===== config.mk =====
export PLATFORM = sky130hd
export DESIGN_NAME = can_irq_status
export DESIGN_NICKNAME = d
export VERILOG_FILES = /design/src/rtl/can_irq_pkg.sv /design/src/rtl/can_irq_ctrl.sv /design/src/rtl/can_irq_dpath.sv /design/src/rtl/can_irq_status.sv
export SDC_FILE = /design/constraint.sdc
export NUM_CORES = 1
export LEC_CHECK = 0
export BUFFER_PORTS_ARGS = -buffer_cell sky130_fd_sc_hd__buf_2
export CAP_MARGIN = 20
export CORE_AREA = 2 2 61 77
export DETAILED_ROUTE_END_ITERATION = 8
export DIE_AREA = 0 0 63 79
export PLACE_DENSITY_LB_ADDON = 0.15
export SYNTH_ARGS = -nofsm -noshare
export SYNTH_HDL_FRONTEND = slang
export SYNTH_SLANG_ARGS = --single-unit

===== constraint.sdc =====
create_clock -name clk -period 2.7 [get_ports clk]
set_input_delay 0.405 -clock clk [delete_from_list [all_inputs] [get_ports clk]]
set_output_delay 0.405 -clock clk [all_outputs]
set_load 0.05 [all_outputs]

===== src/rtl/can_irq_pkg.sv =====
package can_irq_pkg;
  localparam int STAT_W = 12;
  localparam int EVT_W  = 7;

  // status bit positions
  localparam int B_RX     = 0;
  localparam int B_TX     = 1;
  localparam int B_WARN   = 2;
  localparam int B_OVR    = 3;
  localparam int B_FAULT  = 4;
  localparam int B_ARB    = 5;
  localparam int B_BUSERR = 6;
  localparam int B_OVLD   = 7;
  localparam int B_RXFULL = 8;
  localparam int B_RATE   = 9;
  localparam int B_RXNE   = 10;
  localparam int B_TXCMD  = 11;

  // event strobe lane positions
  localparam int E_RX     = 0;
  localparam int E_TX     = 1;
  localparam int E_ARB    = 2;
  localparam int E_BUSERR = 3;
  localparam int E_OVLD   = 4;
  localparam int E_RXFULL = 5;
  localparam int E_RATE   = 6;

  typedef enum logic [1:0] {
    FC_ACTIVE  = 2'b00,
    FC_PASSIVE = 2'b01,
    FC_BUSOFF  = 2'b10,
    FC_RSVD    = 2'b11
  } faultState_e;

  typedef enum logic [1:0] {
    TXC_NONE  = 2'b00,
    TXC_OK    = 2'b01,
    TXC_ERR   = 2'b10,
    TXC_ABORT = 2'b11
  } txCmd_e;

  typedef struct packed {
    logic [STAT_W-1:0] setReq;
    logic [STAT_W-1:0] clrReq;
    logic              maskWr;
    logic [STAT_W-1:0] maskData;
  } irqStrobe_t;
endpackage


===== src/rtl/can_irq_ctrl.sv =====
module can_irq_ctrl
  import can_irq_pkg::*;
#(
  parameter int CNT_W     = 9,
  parameter int NUM_TXBUF = 4
) (
  input  logic                   clk,
  input  logic                   rstN,
  input  logic [EVT_W-1:0]       evtStb,
  input  logic [CNT_W-1:0]       txErrCnt,
  input  logic [CNT_W-1:0]       rxErrCnt,
  input  logic [CNT_W-1:0]       warnLimit,
  input  logic [1:0]             faultState,
  input  logic                   overrunFlag,
  input  logic                   rxEmpty,
  input  logic [NUM_TXBUF-1:0]   txCmdValid,
  input  logic [2*NUM_TXBUF-1:0] txCmdCode,
  input  logic                   wrEn,
  input  logic                   wrAddr,
  input  logic [STAT_W-1:0]      wrData,
  output irqStrobe_t             strobe
);
  // warning-limit side tracker
  logic aboveNow;
  logic aboveQ;
  logic warnEvt;

  assign aboveNow = (txErrCnt >= warnLimit) || (rxErrCnt >= warnLimit);
  assign warnEvt  = aboveNow ^ aboveQ;

  always_ff @(posedge clk) begin
    if (!rstN) aboveQ <= 1'b0;
    else       aboveQ <= aboveNow;
  end

  // fault confinement transition detector
  faultState_e faultNow;
  faultState_e faultPrevQ;
  logic        faultEvt;

  assign faultNow = faultState_e'(faultState);

  always_ff @(posedge clk) begin
    if (!rstN) faultPrevQ <= FC_ACTIVE;
    else       faultPrevQ <= faultNow;
  end

  always_comb begin
    faultEvt = 1'b0;
    unique case ({faultPrevQ, faultNow})
      {FC_ACTIVE,  FC_PASSIVE}: faultEvt = 1'b1;
      {FC_PASSIVE, FC_BUSOFF }: faultEvt = 1'b1;
      {FC_BUSOFF,  FC_ACTIVE }: faultEvt = 1'b1;
      {FC_PASSIVE, FC_ACTIVE }: faultEvt = 1'b1;
      default:                  faultEvt = 1'b0;
    endcase
  end

  // transmit buffer final-state commands
  logic [NUM_TXBUF-1:0] bufHit;
  logic                 txCmdEvt;

  for (genvar i = 0; i < NUM_TXBUF; i++) begin : g_txbuf
    txCmd_e code;
    assign code      = txCmd_e'(txCmdCode[2*i +: 2]);
    assign bufHit[i] = txCmdValid[i] && (code != TXC_NONE);
  end

  assign txCmdEvt = |bufHit;

  // strobe assembly
  always_comb begin
    strobe.setReq           = '0;
    strobe.setReq[B_RX]     = evtStb[E_RX];
    strobe.setReq[B_TX]     = evtStb[E_TX];
    strobe.setReq[B_WARN]   = warnEvt;
    strobe.setReq[B_OVR]    = overrunFlag;
    strobe.setReq[B_FAULT]  = faultEvt;
    strobe.setReq[B_ARB]    = evtStb[E_ARB];
    strobe.setReq[B_BUSERR] = evtStb[E_BUSERR];
    strobe.setReq[B_OVLD]   = evtStb[E_OVLD];
    strobe.setReq[B_RXFULL] = evtStb[E_RXFULL];
    strobe.setReq[B_RATE]   = evtStb[E_RATE];
    strobe.setReq[B_RXNE]   = !rxEmpty;
    strobe.setReq[B_TXCMD]  = txCmdEvt;
    strobe.clrReq           = (wrEn && !wrAddr) ? wrData : '0;
    strobe.maskWr           = wrEn && wrAddr;
    strobe.maskData         = wrData;
  end
endmodule


===== src/rtl/can_irq_dpath.sv =====
module can_irq_dpath
  import can_irq_pkg::*;
(
  input  logic              clk,
  input  logic              rstN,
  input  irqStrobe_t        strobe,
  input  logic              rdAddr,
  output logic [STAT_W-1:0] rdData,
  output logic [STAT_W-1:0] statusQ,
  output logic [STAT_W-1:0] maskQ,
  output logic              irqOut
);
  logic [STAT_W-1:0] statusD;

  // a set in the same cycle as a clear keeps the bit
  assign statusD = (statusQ & ~strobe.clrReq) | (strobe.setReq & maskQ);

  always_ff @(posedge clk) begin
    if (!rstN) begin
      statusQ <= '0;
      maskQ   <= '0;
    end else begin
      statusQ <= statusD;
      if (strobe.maskWr) maskQ <= strobe.maskData;
    end
  end

  assign rdData = rdAddr ? maskQ : statusQ;
  assign irqOut = |statusQ;
endmodule


===== src/rtl/can_irq_status.sv =====
module can_irq_status
  import can_irq_pkg::*;
#(
  parameter int CNT_W     = 9,
  parameter int NUM_TXBUF = 4
) (
  input  logic                   clk,
  input  logic                   rstN,
  input  logic [6:0]             evtStb,
  input  logic [CNT_W-1:0]       txErrCnt,
  input  logic [CNT_W-1:0]       rxErrCnt,
  input  logic [CNT_W-1:0]       warnLimit,
  input  logic [1:0]             faultState,
  input  logic                   overrunFlag,
  input  logic                   rxEmpty,
  input  logic [NUM_TXBUF-1:0]   txCmdValid,
  input  logic [2*NUM_TXBUF-1:0] txCmdCode,
  input  logic                   wrEn,
  input  logic                   wrAddr,
  input  logic [11:0]            wrData,
  input  logic                   rdAddr,
  output logic [11:0]            rdData,
  output logic                   irqOut
);
  irqStrobe_t        strobe;
  logic [STAT_W-1:0] statusQ;
  logic [STAT_W-1:0] maskQ;

  can_irq_ctrl #(.CNT_W(CNT_W), .NUM_TXBUF(NUM_TXBUF)) u_ctrl (
    .clk(clk), .rstN(rstN), .evtStb(evtStb),
    .txErrCnt(txErrCnt), .rxErrCnt(rxErrCnt), .warnLimit(warnLimit),
    .faultState(faultState), .overrunFlag(overrunFlag), .rxEmpty(rxEmpty),
    .txCmdValid(txCmdValid), .txCmdCode(txCmdCode),
    .wrEn(wrEn), .wrAddr(wrAddr), .wrData(wrData), .strobe(strobe)
  );

  can_irq_dpath u_dpath (
    .clk(clk), .rstN(rstN), .strobe(strobe), .rdAddr(rdAddr),
    .rdData(rdData), .statusQ(statusQ), .maskQ(maskQ), .irqOut(irqOut)
  );
endmodule


==> results of run 1 <==
area by class of cell:
type	count	area, um^2	area share [%]
repair buffers	80	403	18.6
inverters	11	41.3	1.91
multi-input cells	151	1060	49.0
well taps	58	72.6	3.36
clock inverters	1	5.00	0.231
clock buffers	3	41.3	1.91
flip-flops and latches	27	541	25.0
registers in the layout, summed over array words and instances, names as in the netlist:
register           cells
u_ctrl.aboveQ          1
u_ctrl.faultPrevQ      2
u_dpath.maskQ         12
u_dpath.statusQ       12
layout by cell type (no fill, tap or decap), types with 3 or more instances in the layout:
cell type / count
a21boi_0: 12
a21oi_1: 4
a22oi_1: 10
a31oi_1: 3
and2_1: 3
buf_2: 79
clkbuf_8: 3
dfxtp_1: 27
ha_1: 18
inv_1: 11
mux2_2: 12
nand2_1: 40
nand4_1: 4
nor2_1: 3
nor2b_1: 14
nor4_1: 3
o21ai_0: 9
metal layers:
layer	global-route usage, %	vias up	wire length [um]
li1	-	851	-
met5	0	-	0
met4	7.56	0	102
met2	31.9	55	1950
met1	19.1	731	1680
met3	2.69	9	236
path summary, 6_finish.rpt:
check | slack [ps] | cells after the start | endpoint | from
worst min register to register | 480 | 2 | u_dpath.maskQ[1] | u_dpath.maskQ[1]
worst max-delay path | 880 | 8 | u_dpath.statusQ[2] | warnLimit[6]
worst min-delay path | 350 | 2 | u_ctrl.faultPrevQ[1] | faultState[1]
worst max register to register | 1440 | 3 | u_dpath.statusQ[2] | u_ctrl.aboveQ
kinds of logic after synthesis:
group | synth area share [%]
multiplexers | 8.71
adder cells (fa/ha/maj) | 13.5
AND/OR/NAND/NOR | 21.1
AO/OA/AOI/OAI | 20.2
buffers and inverters | 4.05
flip-flops | 32.4
synthesized netlist by cell type, drive strengths merged (3+ instances only):
library cell   n  area (um^2)
nor4           3         18.8
and2           3         18.8
nor2           3         11.3
nand2         40          150
mux2          12          135
clkbuf         6         22.5
a22oi         10         75.1
o21ai          9         45.0
inv           11         41.3
ha            18          225
a31oi          3         18.8
nand4          4         25.0
a21oi          4         20.0
nor2b         14         87.6
dfxtp         27          541
a21boi        12         90.1
worst reg2reg max path, cell delays in order, from the launching register on:
cell and delay [ps]:
dfxtp_1 340, and4_1 170, or4_1 460, a21o_1 180
power breakdown:
part	switching [mW]	total, mW	internal, mW
clock network	0.122	0.225	0.103
logic	0.145	0.257	0.112
registers	0.0152	0.434	0.418
==> impl_metrics.csv, run 1 <==
group,metric,value,unit
worst_setup_path,end_kind,"flop",
global_routing,grt_pass1_vias,1574,
status,status,"finished, final reports clean",
sta,max_freq,549,MHz
worst_setup_path,crit_buf_inv,2,
worst_setup_path,worst-setup-path-type,"primary input to flop",
drt,drt-initial-drc-count,34,
place,placedCellCount,327,
clocking,clkLatencyLatePin,270,ps
global_routing,antenna_found_initial,0,
logic_synthesis,synth_cell_types,30,
power,ir_drop,0.000249,V
sta,whs,348,ps
worst_setup_path,path_delay_family,"compound AO/OA/AOI/OAI gates",
sta,grt_setup_unrepaired,"no",
clocking,cts_sinks,27,
place,dpl_cell_area,2120,um^2
layout,layout.cells.non_filler,331,
logic_synthesis,synth-main-ff-cell,"dfxtp_1",
sta,max_slew_margin,66.8,%
clocking,clkTransAtPathRegs,90,ps
sta,hold_viol,0,
clocking,cts_hold_buf,0,
layout,fin_nets,359,
floorplan,die_x,63,um
place,port_buffers,79,
layout,fin_util,50.4,%
floorplan,num_rows,27,
place,dp_hpwl,3120,um
sta,setup_viol,0,
global_routing,grt_pass1_wl,6880,um
logic_synthesis,synth_edf_count,0,
place,place_congestion,0.757,
clocking,clockRootBuffer,"clkbuf_8",
floorplan,io_pins,80,
drt,ant_nets,0,
floorplan,initial_core_util,38.8,%
clocking,cts_setup_buffers,0,
drt,post_drt_wl_per_cell,12.0,um
sta,finalCritPeriodShare,67.5,%
clocking,ctsHtreeMaxLevel,1,
layout,fill_cells,455,
sta,setup_ws,879,ps
power,p_total,0.916,mW
logic_synthesis,synth_fp_nets,281,
sta,fin_setup_tns,0,ps
power,powerDensity,424,nW/um^2
worst_setup_path,startpoint_type,"primary input",
job,cap_violations,0,
drt,drc,0,
sta,slew_viol_final,0,
drt,via_count,1646,
drt,routed_wl,3970,um
clocking,cts_buffers,3,
logic_synthesis,synth-async-reset-ratio,0,%
drt,via_per_inst,4.97,
layout,antennaDiodeCount,0,
worst_setup_path,cp_slowest_cell,"or4_1",
layout,finalInstanceArea,2160,um^2
floorplan,dieArea,4980,um^2
worst_setup_path,critPathMaxStageDelay,500,ps
place,dp_slack,622,ps
worst_setup_path,critical_path.cell_chain,"buf_2 > inv_1 > ha_1 > a211oi_2 > o22a_2 > o31ai_2 > or4_1 > a21o_1",
logic_synthesis,yosysWarnings,0,
floorplan,die_y,79,um
logic_synthesis,syn_inst,196,
clocking,cts_buffer_depth,2,
logic_synthesis,syn_avg_cell_area,8.50,um^2
logic_synthesis,seq_area_frac_synth,32.4,%
sta,worst_slew_pin_slew,498,ps
global_routing,grt_max_degree,31,
power,leakagePower,1.04,nW
floorplan,coreArea,4290,um^2
sta,fin_skew,6.99,ps
worst_setup_path,path_max_fanout,3,
layout,drive_above_1_share,37.0,%
clocking,post_cts_resized,0,
worst_setup_path,worstPathRequired,2870,ps
logic_synthesis,ys_ff_latch,27,
min_path,hold_path_class,"primary input to flop",
drt,firstDrtPassIters,4,
worst_setup_path,crit_arrival,1990,ps
logic_synthesis,netlist_area,1670,um^2
clocking,cts_tree,"yes",
sta,period_needed,1820,ps
global_routing,grt_overflow,0,
global_routing,grt_usage,17.2,%
layout,area_delta_synth_final,29.7,%
No activity file was read; power rests on OpenSTA's default activity.
==> run 2: changes to the inputs <==
- clock period: 2.7 -> 1.6 ns (I/O delays scaled with it)
==> impl_metrics.csv, run 2 (synthesis gave the netlist of run 1 again) <==
group,metric,value,unit
layout,finalInstanceArea,2280,um^2
floorplan,coreArea,4290,um^2
clocking,clkTransAtPathRegs,90,ps
power,powerDensity,698,nW/um^2
layout,multi_input_area,1100,um^2
sta,grt_setup_unrepaired,"yes",
clocking,clockRootBuffer,"clkbuf_8",
sta,fin_skew,2.07,ps
power,p_total,1.59,mW
drt,firstDrtPassIters,4,
place,port_buffers,79,
sta,finalCritPeriodShare,98.2,%
drt,post_drt_wl_per_cell,12.0,um
layout,area_delta_synth_final,37.0,%
global_routing,grt_pass1_vias,1589,
power,leakagePower,1.08,nW
worst_setup_path,critical_path.cell_chain,"buf_6 > clkinvlp_4 > ha_4 > a211oi_2 > o22a_2 > o31ai_2 > or4_1 > a21o_1",
drt,drc,0,
place,dp_slack,-312,ps
layout,final_common_cell,"buf_2",
clocking,cts_sinks,27,
job,cap_violations,0,
sta,max_freq,636,MHz
clocking,cts_buffers,3,
drt,via_per_inst,4.92,
sta,fin_setup_tns,0,ps
floorplan,die_y,79,um
sta,slew_viol_final,0,
sta,hold_viol,0,
place,place_congestion,0.710,
worst_setup_path,end_kind,"flop",
global_routing,grt_max_degree,29,
global_routing,grt_pass1_wl,6970,um
place,placedCellCount,336,
global_routing,grt_overflow,0,
clocking,cts_tree,"yes",
clocking,cts_hold_buf,0,
floorplan,dieArea,4980,um^2
clocking,cts_buffer_depth,2,
worst_setup_path,worst-setup-path-type,"primary input to flop",
worst_setup_path,path_max_fanout,2,
layout,layout_common_cells,"78 x buf_2, 40 x nand2_1, 27 x dfxtp_1",
worst_setup_path,crit_buf_inv,2,
layout,layout.cells.non_filler,341,
clocking,ctsHtreeMaxLevel,1,
floorplan,initial_core_util,38.8,%
layout,fin_util,53.2,%
layout,regArea,541,um^2
worst_setup_path,path_delay_family,"compound AO/OA/AOI/OAI gates",
sta,period_needed,1570,ps
place,dpl_cell_area,2210,um^2
global_routing,antenna_found_initial,0,
drt,drt-initial-drc-count,53,
floorplan,num_rows,27,
layout,fill_cells,467,
global_routing,grt_usage,17.1,%
sta,setup_viol,0,
drt,via_count,1679,
worst_setup_path,critPathMaxStageDelay,470,ps
layout,fin_nets,369,
clocking,clkLatencyLatePin,270,ps
drt,ant_nets,0,
layout,top_regs,"u_dpath.maskQ x12, u_dpath.statusQ x12, u_ctrl.faultPrevQ x2",
min_path,hold_path_class,"primary input to flop",
floorplan,die_x,63,um
floorplan,io_pins,80,
power,ir_drop,0.000314,V
layout,drive_above_1_share,40.6,%
drt,routed_wl,4090,um
place,dp_hpwl,3250,um
sta,max_slew_margin,69.3,%
worst_setup_path,cp_slowest_cell,"or4_1",
worst_setup_path,startpoint_type,"primary input",
layout,antennaDiodeCount,0,
sta,worst_slew_pin_slew,460,ps
worst_setup_path,worstPathRequired,1770,ps
worst_setup_path,crit_arrival,1740,ps
status,status,"finished, final reports clean",
sta,whs,189,ps
sta,setup_ws,28.6,ps
## run 2: changes by cell type in the layout (fill, tap and decap cells not counted), sizes merged
cell	before	now
clkinvlp	0	1
clkinv	1	0
clkbuf	3	4
buf	80	90
inv	11	10
## run 2: timing repair
item | CTS | global route
pin swaps | 5 | 3
cloned | 0 | 0
setup buffers | 1 | 0
gates resized for setup | 1 | 4
setup endpoints to repair | 1 | 3
## run 2: per-layer routing
metal,track usage (%),up-vias,wire (um)
met4,6.22,0,96
li1,-,870,-
met5,0,-,0
met2,30.6,60,1990
met3,2.83,11,307
met1,20.4,738,1690
## run 2: report_power, final
group | total, mW | switching, mW | internal (mW)
Combinational | 0.479 | 0.254 | 0.225
Clock | 0.381 | 0.203 | 0.178
Sequential | 0.734 | 0.0278 | 0.706
## run 2: path summary, 6_finish.rpt
kind	slack [ps]	cells past startpoint	from	endpoint
min	190	2	faultState[1]	u_ctrl.faultPrevQ[1]
max	30	8	warnLimit[6]	u_dpath.statusQ[2]
min reg2reg	480	2	u_dpath.maskQ[8]	u_dpath.maskQ[8]
max reg2reg	320	3	u_ctrl.aboveQ	u_dpath.statusQ[2]
## run 2: layout make-up
class                           instances  share of cell area, %
Sequential cell                        27                   23.7
Clock buffer                            4                   1.97
Timing Repair Buffer                   90                   21.2
Tap cell                               58                   3.18
Inverter                               11                   1.97
Multi-Input combinational cell        151                   48.0
## run 2: worst reg2reg max path, delay by kind of cell, from the launching register on
kind             cells  cell delay (ps)
AO/OA/AOI/OAI        1              160
flip-flops           1              350
AND/OR/NAND/NOR      2              680
==> run 3: changes to the inputs <==
- CORE_AREA: 2 2 61 77 -> 3 3 62 78
- DIE_AREA: 0 0 63 79 -> 0 0 65 81
==> impl_metrics.csv, run 3 (synthesis gave the netlist of run 1 again) <==
group,metric,value,unit
worst_setup_path,end_kind,"flop",
floorplan,num_rows,26,
global_routing,grt_usage,15.6,%
worst_setup_path,r2r_cells,3,
worst_setup_path,cp_slowest_cell,"or4_1",
layout,area_delta_synth_final,37.4,%
worst_setup_path,crit_buf_inv,2,
layout,top_regs,"u_dpath.maskQ x12, u_dpath.statusQ x12, u_ctrl.faultPrevQ x2",
place,dp_hpwl,3270,um
sta,fin_skew,3.27,ps
worst_setup_path,path_delay_family,"compound AO/OA/AOI/OAI gates",
floorplan,io_pins,80,
drt,routed_wl,4120,um
layout,multi_input_area,1100,um^2
floorplan,coreArea,4130,um^2
global_routing,grt_overflow,0,
drt,drc,0,
layout,antennaDiodeCount,0,
sta,max_slew_margin,66.9,%
min_path,hp-start,"faultState[1]",
clocking,ctsHtreeMaxLevel,1,
place,place_congestion,0.755,
clocking,clockRootBuffer,"clkbuf_8",
global_routing,grt_pass1_vias,1623,
status,status,"finished, final reports clean",
sta,slew_viol_final,0,
power,p_total,1.59,mW
worst_setup_path,cp-startpoint,"warnLimit[6]",
floorplan,die_x,65,um
floorplan,initial_core_util,40.3,%
sta,whs,186,ps
worst_setup_path,startpoint_type,"primary input",
power,p_switching,0.482,mW
drt,post_drt_wl_per_cell,12.2,um
drt,via_per_inst,4.88,
worst_setup_path,crit_arrival,1760,ps
power,powerDensity,696,nW/um^2
layout,fin_nets,369,
power,combPwrFrac,30.6,%
min_path,hold_path_class,"primary input to flop",
sta,period_needed,1590,ps
worst_setup_path,worstPathRequired,1770,ps
drt,drt-initial-drc-count,46,
min_path,hold_path_end,"u_ctrl.faultPrevQ[1]",
clocking,clkTransAtPathRegs,90,ps
sta,worst_slew_pin_slew,496,ps
worst_setup_path,r2r-start,"u_dpath.maskQ[2]",
worst_setup_path,critical_path.cell_chain,"buf_6 > clkinvlp_4 > ha_4 > a211oi_2 > o22a_2 > o31ai_2 > or4_1 > a21o_1",
sta,hold_viol,0,
job,cap_violations,0,
worst_setup_path,worst-setup-path-type,"primary input to flop",
layout,layout.cells.non_filler,339,
place,dpl_cell_area,2210,um^2
global_routing,antenna_found_initial,0,
drt,via_count,1656,
floorplan,die_y,81,um
clocking,cts_sinks,27,
min_path,hold_path_depth,2,
clocking,cts_tree,"yes",
worst_setup_path,rrSetupSlack,360,ps
power,power_frac_clock,23.4,%
worst_setup_path,r2r-end,"u_dpath.statusQ[2]",
place,port_buffers,79,
sta,finalCritPeriodShare,99.4,%
drt,ant_nets,0,
drt,firstDrtPassIters,4,
clocking,cts_buffer_depth,2,
layout,regArea,541,um^2
power,swShare,30.2,%
layout,finalInstanceArea,2290,um^2
layout,drive_above_1_share,40.6,%
layout,final_common_cell,"buf_2",
layout,layout_common_cells,"78 x buf_2, 40 x nand2_1, 27 x dfxtp_1",
sta,setup_viol,0,
clocking,cts_buffers,3,
global_routing,grt_pass1_wl,6660,um
power,p_int,1.11,mW
worst_setup_path,critPathMaxStageDelay,500,ps
power,power_frac_seq,45.9,%
floorplan,dieArea,5270,um^2
worst_setup_path,path_max_fanout,2,
sta,max_freq,629,MHz
global_routing,grt_max_degree,29,
power,ir_drop,0.000334,V
power,leakagePower,1.08,nW
sta,grt_setup_unrepaired,"yes",
place,placedCellCount,334,
clocking,clkLatencyLatePin,260,ps
layout,fill_cells,416,
-- run 3: changes by cell type in the layout (fill, tap and decap cells not counted) --
cell / before / now
a31oi_1: 3 / 2
o21ai_0: 7 / 8
nor4_2: 2 / 1
o21ai_1: 2 / 1
nor4_1: 1 / 2
a31oi_4: 0 / 1
-- run 3: area by class of cell --
| cell class | count | share of cell area (%) |
|---|---|---|
| Multi-Input combinational cell | 151 | 48.3 |
| Sequential cell | 27 | 23.6 |
| Timing Repair Buffer | 90 | 21.1 |
| Tap cell | 56 | 3.06 |
| Clock buffer | 4 | 1.97 |
| Inverter | 11 | 1.97 |
-- run 3: how the worst max path moves through the flow --
stage                              end  slack [ps]  cells past startpoint
floorplan           u_dpath.statusQ[2]        -120                      7
global placement    u_dpath.statusQ[2]        -300                      8
detailed placement  u_dpath.statusQ[2]        -320                      8
CTS                 u_dpath.statusQ[2]         -30                      8
global route        u_dpath.statusQ[2]         -60                      8
finish              u_dpath.statusQ[2]           9                      8
-- run 3: metal layers --
metal	wire length [um]	global-route usage [%]
met1	1660	17.0
met2	2210	31.7
met3	208	1.11
met4	42	4.44
met5	0	0
-- run 3: timing repair --
action	CTS	global route
cloned	0	0
setup buffers	1	0
hold buffers	0	0
pin swaps	5	4
gates resized for setup	1	4
setup endpoints to repair	1	3
-- run 3: metrics by stage --
stage / util [%] / TNS (ps) / setup slack, ps
after floorplan: - / -124 / -124
after global placement: 53.5 / -453 / -295
after detailed placement: 53.5 / -498 / -317
after CTS: 54.9 / -25.9 / -25.9
after global routing: 55.4 / -85.6 / -63.0
final: 55.4 / 0 / 9.50
-- run 3: power groups by stage --
stage,logic [mW],registers [mW],clock network (mW)
detailed placement,0.475,0.747,0
CTS,0.484,0.731,0.390
global placement,0.469,0.747,0
global route,0.545,0.738,0.412
floorplan,0.294,0.739,0
finish,0.488,0.732,0.373
-- run 3: worst register-to-register path: stages, from the launching register on --
cell     delay (ps)
dfxtp_1         360
and4_1          160
or4_1           460
a21o_1          160
